--- src/rtl/frac_strobe_gen.sv ---
module frac_strobe_gen #(
  parameter int ACC_W = 16,
  parameter bit PROGRAMMABLE = 1'b1,
  parameter logic [ACC_W-1:0] FIXED_FTR = '0,
  parameter logic [ACC_W-1:0] FIXED_DELTA = '0
) (
  input  logic             clk,
  input  logic             rst,
  input  logic             wb_cyc,
  input  logic             wb_stb,
  input  logic             wb_we,
  input  logic             wb_adr,
  input  logic [ACC_W-1:0] wb_dat_w,
  output logic [ACC_W-1:0] wb_dat_r,
  output logic             wb_ack,
  output logic             strobe
);

  localparam logic [ACC_W-1:0] FTR_INIT   = PROGRAMMABLE ? '0 : FIXED_FTR;
  localparam logic [ACC_W-1:0] DELTA_INIT = PROGRAMMABLE ? '0 : FIXED_DELTA;

  logic [ACC_W-1:0] acc_q, ftr_q, delta_q, rd_q;
  logic             carry_q, ack_q;
  logic [ACC_W:0]   sum;

  wire req      = wb_cyc & wb_stb & ~ack_q;
  wire wr_ftr   = PROGRAMMABLE & req & wb_we & ~wb_adr;
  wire wr_delta = PROGRAMMABLE & req & wb_we & wb_adr;

  assign sum      = {1'b0, acc_q} + {1'b0, carry_q ? delta_q : ftr_q};
  assign strobe   = carry_q;
  assign wb_ack   = ack_q;
  assign wb_dat_r = rd_q;

  always_ff @(posedge clk) begin
    if (rst) begin
      ftr_q   <= FTR_INIT;
      delta_q <= DELTA_INIT;
    end else begin
      if (wr_ftr)   ftr_q   <= wb_dat_w;
      if (wr_delta) delta_q <= wb_dat_w;
    end
  end

  always_ff @(posedge clk) begin
    if (rst || wr_delta) begin
      acc_q   <= '0;
      carry_q <= 1'b0;
    end else begin
      acc_q   <= sum[ACC_W-1:0];
      carry_q <= sum[ACC_W];
    end
  end

  always_ff @(posedge clk) begin
    if (rst) begin
      ack_q <= 1'b0;
      rd_q  <= '0;
    end else begin
      ack_q <= req;
      if (req && !wb_we) rd_q <= wb_adr ? delta_q : ftr_q;
    end
  end

endmodule

--- config.mk ---
export PLATFORM = sky130hd
export DESIGN_NAME = frac_strobe_gen
export DESIGN_NICKNAME = d
export VERILOG_FILES = /design/src/rtl/frac_strobe_gen.sv
export SDC_FILE = /design/constraint.sdc
export NUM_CORES = 1
export LEC_CHECK = 0
export BUFFER_PORTS_ARGS = -buffer_cell sky130_fd_sc_hd__buf_2
export CAP_MARGIN = 10
export CORE_MARGIN = 2
export CORE_UTILIZATION = 58
export CTS_CLUSTER_DIAMETER = 30
export DETAILED_ROUTE_END_ITERATION = 16
export PLACE_DENSITY = 0.87
export SETUP_SLACK_MARGIN = 0.3
export SKIP_LAST_GASP = 1
export SYNTH_ARGS = -nofsm -noshare
export SYNTH_HDL_FRONTEND = slang
export SYNTH_SLANG_ARGS = --single-unit
--- constraint.sdc ---
create_clock -name clk -period 3.3 [get_ports clk]
set_input_delay 0.825 -clock clk [delete_from_list [all_inputs] [get_ports clk]]
set_output_delay 0.825 -clock clk [all_outputs]
set_load 0.02 [all_outputs]
* Word level (Yosys, flattened, before mapping)
Index checks and enable logic that the tools add are counted.
Widths: inputs -> output; s select.
** Word-level totals
- Output and inout bits :: 18
- Word-level logic and storage cells :: 19
- Flip-flop bits (word level) :: 66
- Bits of input ports :: 22
** Operators by class
- Reductions and logical operators :: 3
- Muxes and demuxes :: 2
- Add/subtract/negate cells :: 1
- Bitwise logic cells :: 7
** Operators with widths (count)
- $mux 16 :: 2
- $add 16x16->17 :: 1
- $and 1x1->1 :: 5
- $not 1->1 :: 2
- $logic_and 1x1->1 :: 1
- $logic_not 1->1 :: 1
- $logic_or 1x1->1 :: 1

* Depth between registers and ports, before layout
Gate-level depths: netlist (run 1).
- Word-level depth :: 5
- Gate-level depth with buffers :: 10
- Mapped depth without buffers :: 8

* Worst setup path after synthesis (run 1)
Ideal clock, no wire load.
- Path kind :: register to register
- From :: reg carry_q (netlist: strobe)
- To :: reg acc_q[14]
- Library setup time :: 0.071 ns
- Data required time :: 3.229 ns
- Arrival :: 2.772 ns
- Cell stages (with the launch flop) :: 10
- Slack :: 0.457 ns
- Clock period less this slack :: 2.843 ns
- Path buffers :: 1
- Cells stage by stage :: dfxtp_1 > clkbuf_1 > mux2_2 > ha_1 > fa_1 > a21o_1 > a221oi_2 > o31ai_1 > or3_1 > a21oi_1
** On the way
- Cells in the longest elaborated chain, start to end :: 2
** Ends and longest elaborated chain
- start, declared :: line 23 : logic carry_q, ack_q;
- start signal, assigned :: line 51 : carry_q <= sum[ACC_W];
- $mux 16 :: line 30 : assign sum = {1'b0, acc_q} + {1'b0, carry_q ? delta_q : ftr_q};
- $add 16x16->17 :: line 30
- end signal, assigned :: line 50 : acc_q <= sum[ACC_W-1:0];
- end, declared :: line 22 : logic [ACC_W-1:0] acc_q, ftr_q, delta_q, rd_q;
Every way passes these cells.
A chain may end at the register's enable or synchronous reset.

* Worst setup path in the final report (run 1)
Ends and elaborated chain as after synthesis.

==> flow_summary.rst, run 1 <==
.. list-table::
   :header-rows: 1

   * - Metric
     - Value
   * - Global-route wire length before repair
     - 12.6 mm
   * - Met2 wire len
     - 3.69 mm
   * - Core region area
     - between 5000 and 6000 um^2
   * - Antenna-violating nets left
     - 0
   * - Dominant combinational cell family by area after synthesis
     - simple AND/OR/NAND/NOR gates
   * - Number of pins exceeding their max-slew limit in the final report
     - 0
   * - Mean area per synthesized cell
     - 8.44 um^2
   * - Post-synthesis compound-gate area fraction
     - 0.174
   * - Relative area change from synthesis to final layout
     - 13.2%
   * - Weighted congestion reported at the end of routability-driven placement
     - ~0.9
   * - Number of CTS-inserted buffers
     - 9
   * - Number of violations reported at the end of detailed-routing iteration 0
     - 273
   * - Leakage power total
     - 1.52 nW
   * - Synthesized-area fraction occupied by and/or/nand/nor cells
     - 0.191
   * - Netlist Area Pre-Place
     - 3230 um^2
   * - HP Class
     - flop to flop
   * - Placed insts
     - ~480
   * - Total congestion overflow
     - 0
   * - Leading post-synthesis cells by cell area
     - sky130_fd_sc_hd__dfxtp_1 (41%), sky130_fd_sc_hd__nand2_1 (9.3%), sky130_fd_sc_hd__a21oi_1 (7.3%), sky130_fd_sc_hd__ha_1 (6.2%), sky130_fd_sc_hd__mux2i_1 (5.9%)
   * - Worst slew slack as a fraction of its limit
     - 0.233
   * - Slew at the pin closest to its max-slew limit
     - 1.15 ns
   * - Kind of critical path
     - flop to flop
   * - Unrepaired setup endpoints after global routing
     - no
   * - Drt via density
     - 5.88
   * - Number of max-capacitance violations reported
     - 0
   * - Detailed placer's ending HPWL
     - 5.23 mm
   * - Clock sink count
     - 66
   * - Cell chosen for the clock root
     - sky130_fd_sc_hd__clkbuf_8
   * - Count of cells resized by post-cts repair
     - 0
   * - Number of hold buffers added after cts
     - 0
   * - Endpoint arrival time on the critical path
     - roughly 3.1 ns
   * - Port buffer count
     - 39
   * - Uppermost layer routed
     - met4
   * - Die outline area
     - approximately 6200 um^2
   * - Initial standard-cell utilization of the core
     - 0.594
   * - Flip-flop and latch count after synthesis
     - 66
   * - Detailed Routing Iterations Pass 1
     - 5
   * - Fraction of synthesis flops using an asynchronous set or reset pin
     - 0
   * - Fin area
     - 3660 um^2
   * - Warnings, synthesis
     - 0
   * - Final count of hold timing violations
     - 0
   * - Sequential-to-total area share from yosys stat
     - 0.409
   * - Share of the synthesized area in the top cell type
     - 0.409
   * - Number of design rule violations left after detail routing
     - 0
   * - Detailed-routing wirelength on met1
     - 3.38 mm
   * - Endpoint kind of the worst setup timing path
     - flop
   * - Fmax
     - 348 MHz
   * - Number of H-tree levels
     - 3
   * - Number of enable flip-flop cells after synthesis
     - 0
   * - Final cell count without fillers
     - slightly below 500
   * - Most common flop cell mapped by yosys
     - sky130_fd_sc_hd__dfxtp_1
   * - Layout cells sized above 1
     - 0.185
   * - Largest net degree at the start of global routing
     - 51
   * - Power Density
     - 433 nW/um^2
   * - Synth Instances
     - between 300 and 400
   * - Clock insertion delay at the later pin of the skew report
     - about 0.34 ns
   * - Number of library cell types mapped by synthesis
     - roughly 40
   * - GRT Resource Usage Total
     - 0.259
   * - Fin crit period
     - approximately 2.9 ns
   * - Clock skew after layout
     - 0.00625 ns
   * - Summed negative setup slack over all endpoints
     - 0 ns
   * - Setup crit start kind
     - flop
   * - Total number of nets in the final design
     - 456
   * - Overall die width
     - between 70 and 80 um
   * - Post-Synth XOR/XNOR Area
     - 0.0136
   * - Maximum clock path buffer count
     - 2
   * - Total setup buffers inserted after CTS
     - 0
   * - Adder-cell area share of the yosys netlist
     - 0.0681
   * - Wirelength per Cell
     - 15.6 um
   * - Place WS
     - 0.541 ns
   * - Post-route setup slack
     - 0.427 ns
   * - Post-synthesis mux area share
     - 0.115
   * - Total routed wirelength
     - 7.72 mm
   * - TritonCTS clock tree
     - yes
   * - Max IR drop VDD
     - 0.248 mV
   * - Row count
     - 27
   * - IO Count
     - 40
   * - Vias in the first global route
     - 2721
   * - Cell taking the most area after synthesis
     - sky130_fd_sc_hd__dfxtp_1
   * - Crit path max fanout
     - 7
   * - Final Cycle Share
     - 0.870
   * - Clk pin slew, worst setup/hold paths
     - 0.07 ns
   * - Post-Syn Nets
     - approximately 420
   * - Vert. Die Dim
     - between 70 and 80 um
   * - Endpoint required time on the critical path
     - 3.57 ns
   * - Via count of the routed design
     - 2906
   * - Ant. Diodes
     - 0
   * - Amount of wire on met3 after detailed routing
     - 468 um
   * - Initial antenna violation count
     - 0
   * - Standard cell area after detailed placement
     - 3480 um^2
   * - Status
     - finished clean
   * - Number of setup violations in the final report
     - 0
## worst max-delay path, stage by stage (launching register included)
cell	delay [ns]
sky130_fd_sc_hd__dfxtp_1	0.46
sky130_fd_sc_hd__mux2_2	0.38
sky130_fd_sc_hd__ha_1	0.21
sky130_fd_sc_hd__fa_1	0.41
sky130_fd_sc_hd__a21o_1	0.21
sky130_fd_sc_hd__a221oi_2	0.39
sky130_fd_sc_hd__o31ai_1	0.21
sky130_fd_sc_hd__or3_1	0.39
sky130_fd_sc_hd__a21oi_1	0.14
## layer usage
layer	global-route usage	up-vias
li1	-	1408
met3	0.0598	25
met1	0.330	1353
met4	0.0965	0
met2	0.427	120
met5	0	-
## worst paths after layout
path	startpoint	endpoint	slack, ns	cells past startpoint
setup / recovery	strobe	acc_q[14]	0.43	8
hold / removal	delta_q[14]	delta_q[14]	0.47	2
setup reg to reg	strobe	acc_q[14]	0.43	8
hold reg to reg	delta_q[14]	delta_q[14]	0.47	2
## Yosys cell counts (all sizes together) (2+ instances only)
| cell | instances |
|---|---|
| mux2 | 16 |
| nand2 | 80 |
| o21ai | 7 |
| and3 | 3 |
| a211oi | 17 |
| o211ai | 3 |
| a21o | 4 |
| a21oi | 47 |
| inv | 4 |
| nor3 | 8 |
| and2 | 7 |
| dfxtp | 66 |
| clkbuf | 17 |
| nor2 | 31 |
| mux2i | 19 |
| buf | 4 |
| xor2 | 2 |
| nand2b | 4 |
| o21a | 4 |
| nand4 | 2 |
| nand3 | 4 |
| ha | 16 |
| xnor2 | 3 |
## stage by stage
stage	hold slack (ns)	total power (W)	util
after global placement	0.453	0.000981	0.639
after floorplan	0.446	0.000940	-
after global routing	0.493	0.00164	0.672
final	0.472	0.00158	0.672
after detailed placement	0.460	0.000986	0.639
after CTS	0.470	0.00159	0.672
## cell usage in the layout (no fill, tap or decap), types with 4 or more instances in the layout
| cell type | netlist | routed |
|---|---|---|
| sky130_fd_sc_hd__nand2_1 | 80 | 80 |
| sky130_fd_sc_hd__dfxtp_1 | 66 | 66 |
| sky130_fd_sc_hd__a21oi_1 | 47 | 47 |
| sky130_fd_sc_hd__buf_2 | 2 | 39 |
| sky130_fd_sc_hd__nor2_1 | 31 | 30 |
| sky130_fd_sc_hd__mux2i_1 | 19 | 19 |
| sky130_fd_sc_hd__a211oi_1 | 17 | 17 |
| sky130_fd_sc_hd__mux2_2 | 16 | 16 |
| sky130_fd_sc_hd__ha_1 | 16 | 16 |
| sky130_fd_sc_hd__clkbuf_8 | 0 | 11 |
| sky130_fd_sc_hd__nor3_1 | 8 | 8 |
| sky130_fd_sc_hd__and2_1 | 7 | 7 |
| sky130_fd_sc_hd__o21ai_0 | 6 | 6 |
| sky130_fd_sc_hd__buf_4 | 0 | 5 |
| sky130_fd_sc_hd__a21o_1 | 4 | 4 |
| sky130_fd_sc_hd__nand3_1 | 4 | 4 |
| sky130_fd_sc_hd__nand2b_1 | 4 | 4 |
| sky130_fd_sc_hd__o21a_1 | 4 | 4 |
## power breakdown
part,internal (W),leakage (nW),switching [W]
Combinational,0.0000520,0.889,0.0000882
Clock,0.000312,0.0924,0.000300
Sequential,0.000819,0.535,0.0000124
Total,0.00118,1.52,0.000400
## layout make-up
type | count | area (um^2)
inverter | 4 | 15.0
clock inverter | 4 | 26.3
timing repair buffer | 44 | 233
multi-input combinational | 292 | 1820
clock buffer | 12 | 155
tap | 72 | 90.1
sequential | 66 | 1320
fill | 433 | 1780
## logic make-up (layout without fill, tap and decap cells)
kind of cell,Yosys count,after routing
buffers and inverters,25,64
AO/OA/AOI/OAI,91,91
multiplexers,35,35
adder cells (fa/ha/maj),17,17
XOR/XNOR,5,5
AND/OR/NAND/NOR,144,144
flip-flops,66,66
## flip-flops by register name (all words and copies together), names as in the netlist
name      count
strobe        1
acc_q        16
delta_q      16
wb_dat_r     16
ftr_q        16
wb_ack        1
(Power assumes the default switching activity.)
==> inputs of run 2 (changes only) <==
==> constraint.sdc (replaced) <==
create_clock -name clk -period 3.3 [get_ports clk]
set_input_delay 0.33 -clock clk [delete_from_list [all_inputs] [get_ports clk]]
set_output_delay 0.33 -clock clk [all_outputs]
set_load 0.02 [all_outputs]
==> run 2 against run 1 <==
Net effect: critical path depth unchanged; clock power rose by 13%; worst setup slack improved by 0.18 ns; utilization increased by 0.41 points; critical endpoint unchanged; design area is 0.62% higher; largest cell class unchanged; wire length shrank 5.4%; non-clock buffer count unchanged; die area is the same.
==> flow_summary.rst, run 2 (same netlist as run 1, synthesis figures left out) <==
.. list-table::
   :header-rows: 1

   * - Metric
     - Value
   * - Status
     - finished clean
   * - Global-route wire length before repair
     - approximately 12 mm
   * - Slew at the pin closest to its max-slew limit
     - 1.08 ns
   * - Count of cells resized by post-cts repair
     - 0
   * - Unrepaired setup endpoints after global routing
     - no
   * - Largest net degree at the start of global routing
     - 50
   * - Number of CTS-inserted buffers
     - 9
   * - Fin crit period
     - 2.69 ns
   * - Clk pin slew, worst setup/hold paths
     - 0.08 ns
   * - IO Count
     - 40
   * - Endpoint arrival time on the critical path
     - 2.96 ns
   * - Layout cells sized above 1
     - 0.187
   * - Most common cell after layout, fill and taps aside
     - sky130_fd_sc_hd__nand2_1
   * - Worst slew slack as a fraction of its limit
     - 0.280
   * - Met2 wire len
     - 3.37 mm
   * - Leakage power total
     - 1.52 nW
   * - Number of H-tree levels
     - 3
   * - Summed negative setup slack over all endpoints
     - 0 ns
   * - Number of pins exceeding their max-slew limit in the final report
     - 0
   * - Total congestion overflow
     - 0
   * - Clock sink count
     - 66
   * - Detailed Routing Iterations Pass 1
     - 4
   * - Uppermost layer routed
     - met4
   * - Number of max-capacitance violations reported
     - 0
   * - Via count of the routed design
     - 2851
   * - Setup crit start kind
     - flop
   * - Final Cycle Share
     - 0.815
   * - Total setup buffers inserted after CTS
     - 0
   * - Vert. Die Dim
     - 78.6 um
   * - Post-route setup slack
     - 0.610 ns
   * - HP Class
     - primary input to flop
   * - Weighted congestion reported at the end of routability-driven placement
     - approximately 0.90
   * - Clock skew after layout
     - roughly 0.0082 ns
   * - Vias in the first global route
     - 2597
   * - GRT Resource Usage Total
     - 0.245
   * - Max IR drop VDD
     - roughly 0.24 mV
   * - Highest-count cells in the layout ignoring fill and taps
     - sky130_fd_sc_hd__nand2_1 (80), sky130_fd_sc_hd__dfxtp_1 (66), sky130_fd_sc_hd__a21oi_1 (47)
   * - Overall die width
     - 78.6 um
   * - Total number of nets in the final design
     - 456
   * - Crit path max fanout
     - 5
   * - Core region area
     - ~5400 um^2
   * - Number of hold buffers added after cts
     - 0
   * - Initial standard-cell utilization of the core
     - 0.594
   * - Number of design rule violations left after detail routing
     - 0
   * - TritonCTS clock tree
     - yes
   * - Port buffer count
     - 39
   * - Clock insertion delay at the later pin of the skew report
     - 0.34 ns
   * - Number of setup violations in the final report
     - 0
   * - Initial antenna violation count
     - 0
   * - Antenna-violating nets left
     - 0
   * - Detailed placer's ending HPWL
     - 5.12 mm
   * - Number of violations reported at the end of detailed-routing iteration 0
     - about 220
   * - Power Density
     - 451 nW/um^2
   * - Place WS
     - roughly 0.62 ns
   * - Ant. Diodes
     - 0
   * - Amount of wire on met3 after detailed routing
     - about 380 um
   * - Die outline area
     - 6190 um^2
   * - Detailed-routing wirelength on met1
     - approximately 3.4 mm
   * - Maximum clock path buffer count
     - 2
   * - Relative area change from synthesis to final layout
     - 13.9%
   * - Wirelength per Cell
     - 14.8 um
   * - Endpoint kind of the worst setup timing path
     - flop
   * - Endpoint required time on the critical path
     - 3.57 ns
   * - Fmax
     - 372 MHz
   * - Row count
     - 27
   * - Drt via density
     - 5.77
   * - Total routed wirelength
     - ~7.3 mm
   * - Final count of hold timing violations
     - 0
   * - Cell chosen for the clock root
     - sky130_fd_sc_hd__clkbuf_8
   * - Kind of critical path
     - flop to flop
==> run 2: worst paths after layout <==
path	from	end	slack [ns]	depth (start not counted)
setup / recovery	strobe	acc_q[14]	0.61	8
hold / removal	wb_dat_w[2]	delta_q[2]	0.23	3
setup reg to reg	strobe	acc_q[14]	0.61	8
hold reg to reg	delta_q[14]	delta_q[14]	0.47	2
==> run 2: per-stage QoR <==
stage | total power [W] | util | hold WS (ns) | instance area (um^2) | cells
after floorplan | 0.000940 | - | 0.446 | 3230 | 383
after global placement | 0.000981 | 0.639 | 0.455 | 3480 | 478
after detailed placement | 0.000987 | 0.639 | 0.460 | 3480 | 478
after CTS | 0.00167 | 0.677 | 0.224 | 3680 | 494
after global routing | 0.00172 | 0.677 | 0.218 | 3680 | 494
final | 0.00166 | 0.677 | 0.227 | 3680 | 494
==> run 2: where the power goes <==
part / internal [W] / total, W / switching, W / leakage, nW
registers: 0.000819 / 0.000831 / 0.0000123 / 0.535
logic: 0.0000519 / 0.000139 / 0.0000871 / 0.889
clock network: 0.000369 / 0.000691 / 0.000322 / 0.0945
==> run 2: critical path: stages (launching register included) <==
cell,delay [ns]
sky130_fd_sc_hd__dfxtp_1,0.41
sky130_fd_sc_hd__mux2_2,0.36
sky130_fd_sc_hd__ha_1,0.21
sky130_fd_sc_hd__fa_1,0.41
sky130_fd_sc_hd__a21o_1,0.23
sky130_fd_sc_hd__a221oi_2,0.36
sky130_fd_sc_hd__o31ai_1,0.15
sky130_fd_sc_hd__or3_1,0.36
sky130_fd_sc_hd__a21oi_1,0.14
==> run 2: layout make-up <==
type                    instances  area, um^2
clock inverters                 6        66.3
multi-input cells             292        1820
fillers                       426        1760
repair buffers                 44         233
flip-flops and latches         66        1320
inverters                       4        15.0
clock buffers                  10         138
well taps                      72        90.1
==> run 2: metal layers <==
metal	up-vias	track usage
met3	16	0.0437
met5	-	0
met4	0	0.111
met1	1329	0.327
met2	90	0.385
li1	1416	-
==> inputs of run 3 (changes only) <==
- clock period: 3.3 -> 2.8 ns (I/O delays scaled with it)
==> run 3 against run 2 <==
Net effect: clock skew rose by 0.0011 ns; worst setup slack lost 0.28 ns; sequential share of layout area is 1.3 points lower; die area stayed put; clock power rose by 18%; power is 18% higher; hold slack got worse by 0.046 ns; final cell count is 1.6% higher; utilization up 2.7 points; design area is 4.0% higher; clock-buffer cell count unchanged; critical path type unchanged; largest cell class unchanged.
==> flow_summary.rst, run 3 (same netlist as run 1, synthesis figures left out) <==
.. list-table::
   :header-rows: 1

   * - Metric
     - Value
   * - Ant. Diodes
     - 0
   * - Relative area change from synthesis to final layout
     - 18.4%
   * - Port buffer count
     - 39
   * - Initial antenna violation count
     - 0
   * - Origin of the worst setup path
     - strobe
   * - Row count
     - 27
   * - Library cell contributing the largest single delay on the critical path
     - sky130_fd_sc_hd__dfxtp_4
   * - Most common cell after layout, fill and taps aside
     - sky130_fd_sc_hd__nand2_1
   * - Number of violations reported at the end of detailed-routing iteration 0
     - 344
   * - Number of CTS-inserted buffers
     - 9
   * - Kind of critical path
     - flop to flop
   * - Weighted congestion reported at the end of routability-driven placement
     - 0.871
   * - Status
     - finished clean
   * - Number of pins exceeding their max-slew limit in the final report
     - 0
   * - Clock sink count
     - 66
   * - Clock insertion delay at the later pin of the skew report
     - 0.34 ns
   * - Global-route wire length before repair
     - 12.4 mm
   * - Die outline area
     - between 6000 and 7000 um^2
   * - Detailed Routing Iterations Pass 1
     - 5
   * - Clk pin slew, worst setup/hold paths
     - ~0.080 ns
   * - Vias in the first global route
     - between 2000 and 3000
   * - Detailed-routing wirelength on met1
     - 3.38 mm
   * - FF-to-FF Start
     - strobe
   * - Max IR drop VDD
     - 0.297 mV
   * - Endpoint required time on the critical path
     - 3.04 ns
   * - Number of design rule violations left after detail routing
     - 0
   * - HP Class
     - primary input to flop
   * - Maximum clock path buffer count
     - 2
   * - Placed insts
     - around 480
   * - Number of H-tree levels
     - 3
   * - Number of setup violations in the final report
     - 0
   * - Initial standard-cell utilization of the core
     - 0.594
   * - Min-delay src
     - wb_dat_w[3]
   * - Drt via density
     - 5.88
   * - Largest net degree at the start of global routing
     - between 50 and 60
   * - Met2 wire len
     - 3.98 mm
   * - Worst slew slack as a fraction of its limit
     - 0.454
   * - Total congestion overflow
     - 0
   * - GRT Resource Usage Total
     - 0.256
   * - Crit-path max cell delay
     - ~0.43 ns
   * - Crit path max fanout
     - 8
   * - IO Count
     - 40
   * - Summed negative setup slack over all endpoints
     - 0 ns
   * - Number of max-capacitance violations reported
     - 0
   * - Via count of the routed design
     - 2954
   * - Highest-count cells in the layout ignoring fill and taps
     - sky130_fd_sc_hd__nand2_1 (80), sky130_fd_sc_hd__dfxtp_1 (65), sky130_fd_sc_hd__a21oi_1 (46)
   * - Unrepaired setup endpoints after global routing
     - yes
   * - Setup crit start kind
     - flop
   * - Overall die width
     - 78.6 um
   * - Total number of nets in the final design
     - ~460
   * - Slew at the pin closest to its max-slew limit
     - 0.816 ns
   * - Endpoint kind of the worst setup timing path
     - flop
   * - Critical-path cell list
     - mux2_4 -> ha_4 -> fa_2 -> a21o_1 -> a221oi_2 -> buf_4 -> o21a_1 -> xnor2_1 -> and2_1
   * - Amount of wire on met3 after detailed routing
     - between 600 and 700 um
   * - Fin crit period
     - 2.47 ns
   * - Final core area utilization
     - 0.704
   * - Number of hold buffers added after cts
     - 0
   * - Endpoint arrival time on the critical path
     - between 2 and 3 ns
   * - Power Density
     - 513 nW/um^2
   * - Antenna-violating nets left
     - 0
   * - Clock skew after layout
     - between 0.009 and 0.01 ns
   * - Core region area
     - 5440 um^2
   * - Cell chosen for the clock root
     - sky130_fd_sc_hd__clkbuf_8
   * - Detailed placer's ending HPWL
     - ~5.1 mm
   * - Final cell count without fillers
     - 502
   * - Vert. Die Dim
     - 78.6 um
   * - Total routed wirelength
     - 8.09 mm
   * - Uppermost layer routed
     - met4
   * - Final count of hold timing violations
     - 0
   * - Leakage power total
     - about 1.6 nW
   * - Wirelength per Cell
     - 16.1 um
   * - Fmax
     - 405 MHz
   * - Layout cells sized above 1
     - 0.230
   * - TritonCTS clock tree
     - yes
   * - Final Cycle Share
     - 0.881
==> run 3: cell types whose count changed in the layout (fill, tap and decap cells not counted), sizes merged <==
| cell | change |
|---|---|
| buf | +8 |
| clkinvlp | -3 |
| clkinv | +3 |
==> run 3: per-stage QoR <==
stage	cell area, um^2	total power, W	hold WS, ns	worst slack, ns
floorplan	3250	0.00111	0.416	0.308
global placement	3490	0.00116	0.452	0.351
detailed placement	3490	0.00116	0.464	0.290
CTS	3730	0.00196	0.176	0.329
global route	3830	0.00203	0.175	0.266
finish	3830	0.00196	0.181	0.333
==> run 3: cell type report <==
type / instances / area, um^2
Multi-Input combinational cell: 292 / 1880
Tap cell: 72 / 90.1
Fill cell: 381 / 1610
Inverter: 4 / 15.0
Timing Repair Buffer: 52 / 309
Sequential cell: 66 / 1330
Clock inverter: 6 / 66.3
Clock buffer: 10 / 138
==> run 3: where the power goes <==
part           internal, W  switching, W
combinational    0.0000637      0.000106
sequential        0.000964     0.0000150
clock             0.000437      0.000380
==> run 3: worst paths after layout <==
kind                                    end  slack [ns]  depth (start not counted)
worst max-delay path               acc_q[8]        0.33                          9
worst min-delay path               ftr_q[3]        0.18                          3
worst max register to register     acc_q[8]        0.33                          9
worst min register to register  delta_q[13]        0.48                          2
==> run 3: critical path: cells and delay by family, from the launching register on <==
kind	cells	cell delay (ns)
compound gates	3	0.66
fa+ha+maj	2	0.53
flops	1	0.43
mux	1	0.33
buf+inv	1	0.18
simple gates	1	0.15
xor+xnor	1	0.07
==> run 3: repair_timing <==
item / 4_1_cts / 5_1_grt
setup endpoints to repair: 4 / 7
setup buffers: 3 / 4
resized for setup: 0 / 13
pin swaps: 0 / 10
==> run 3: layer usage <==
metal	GRT usage	vias to the layer above
met1	0.328	1391
met3	0.0701	15
met5	0	-
met4	0.0807	0
met2	0.420	123
li1	-	1425
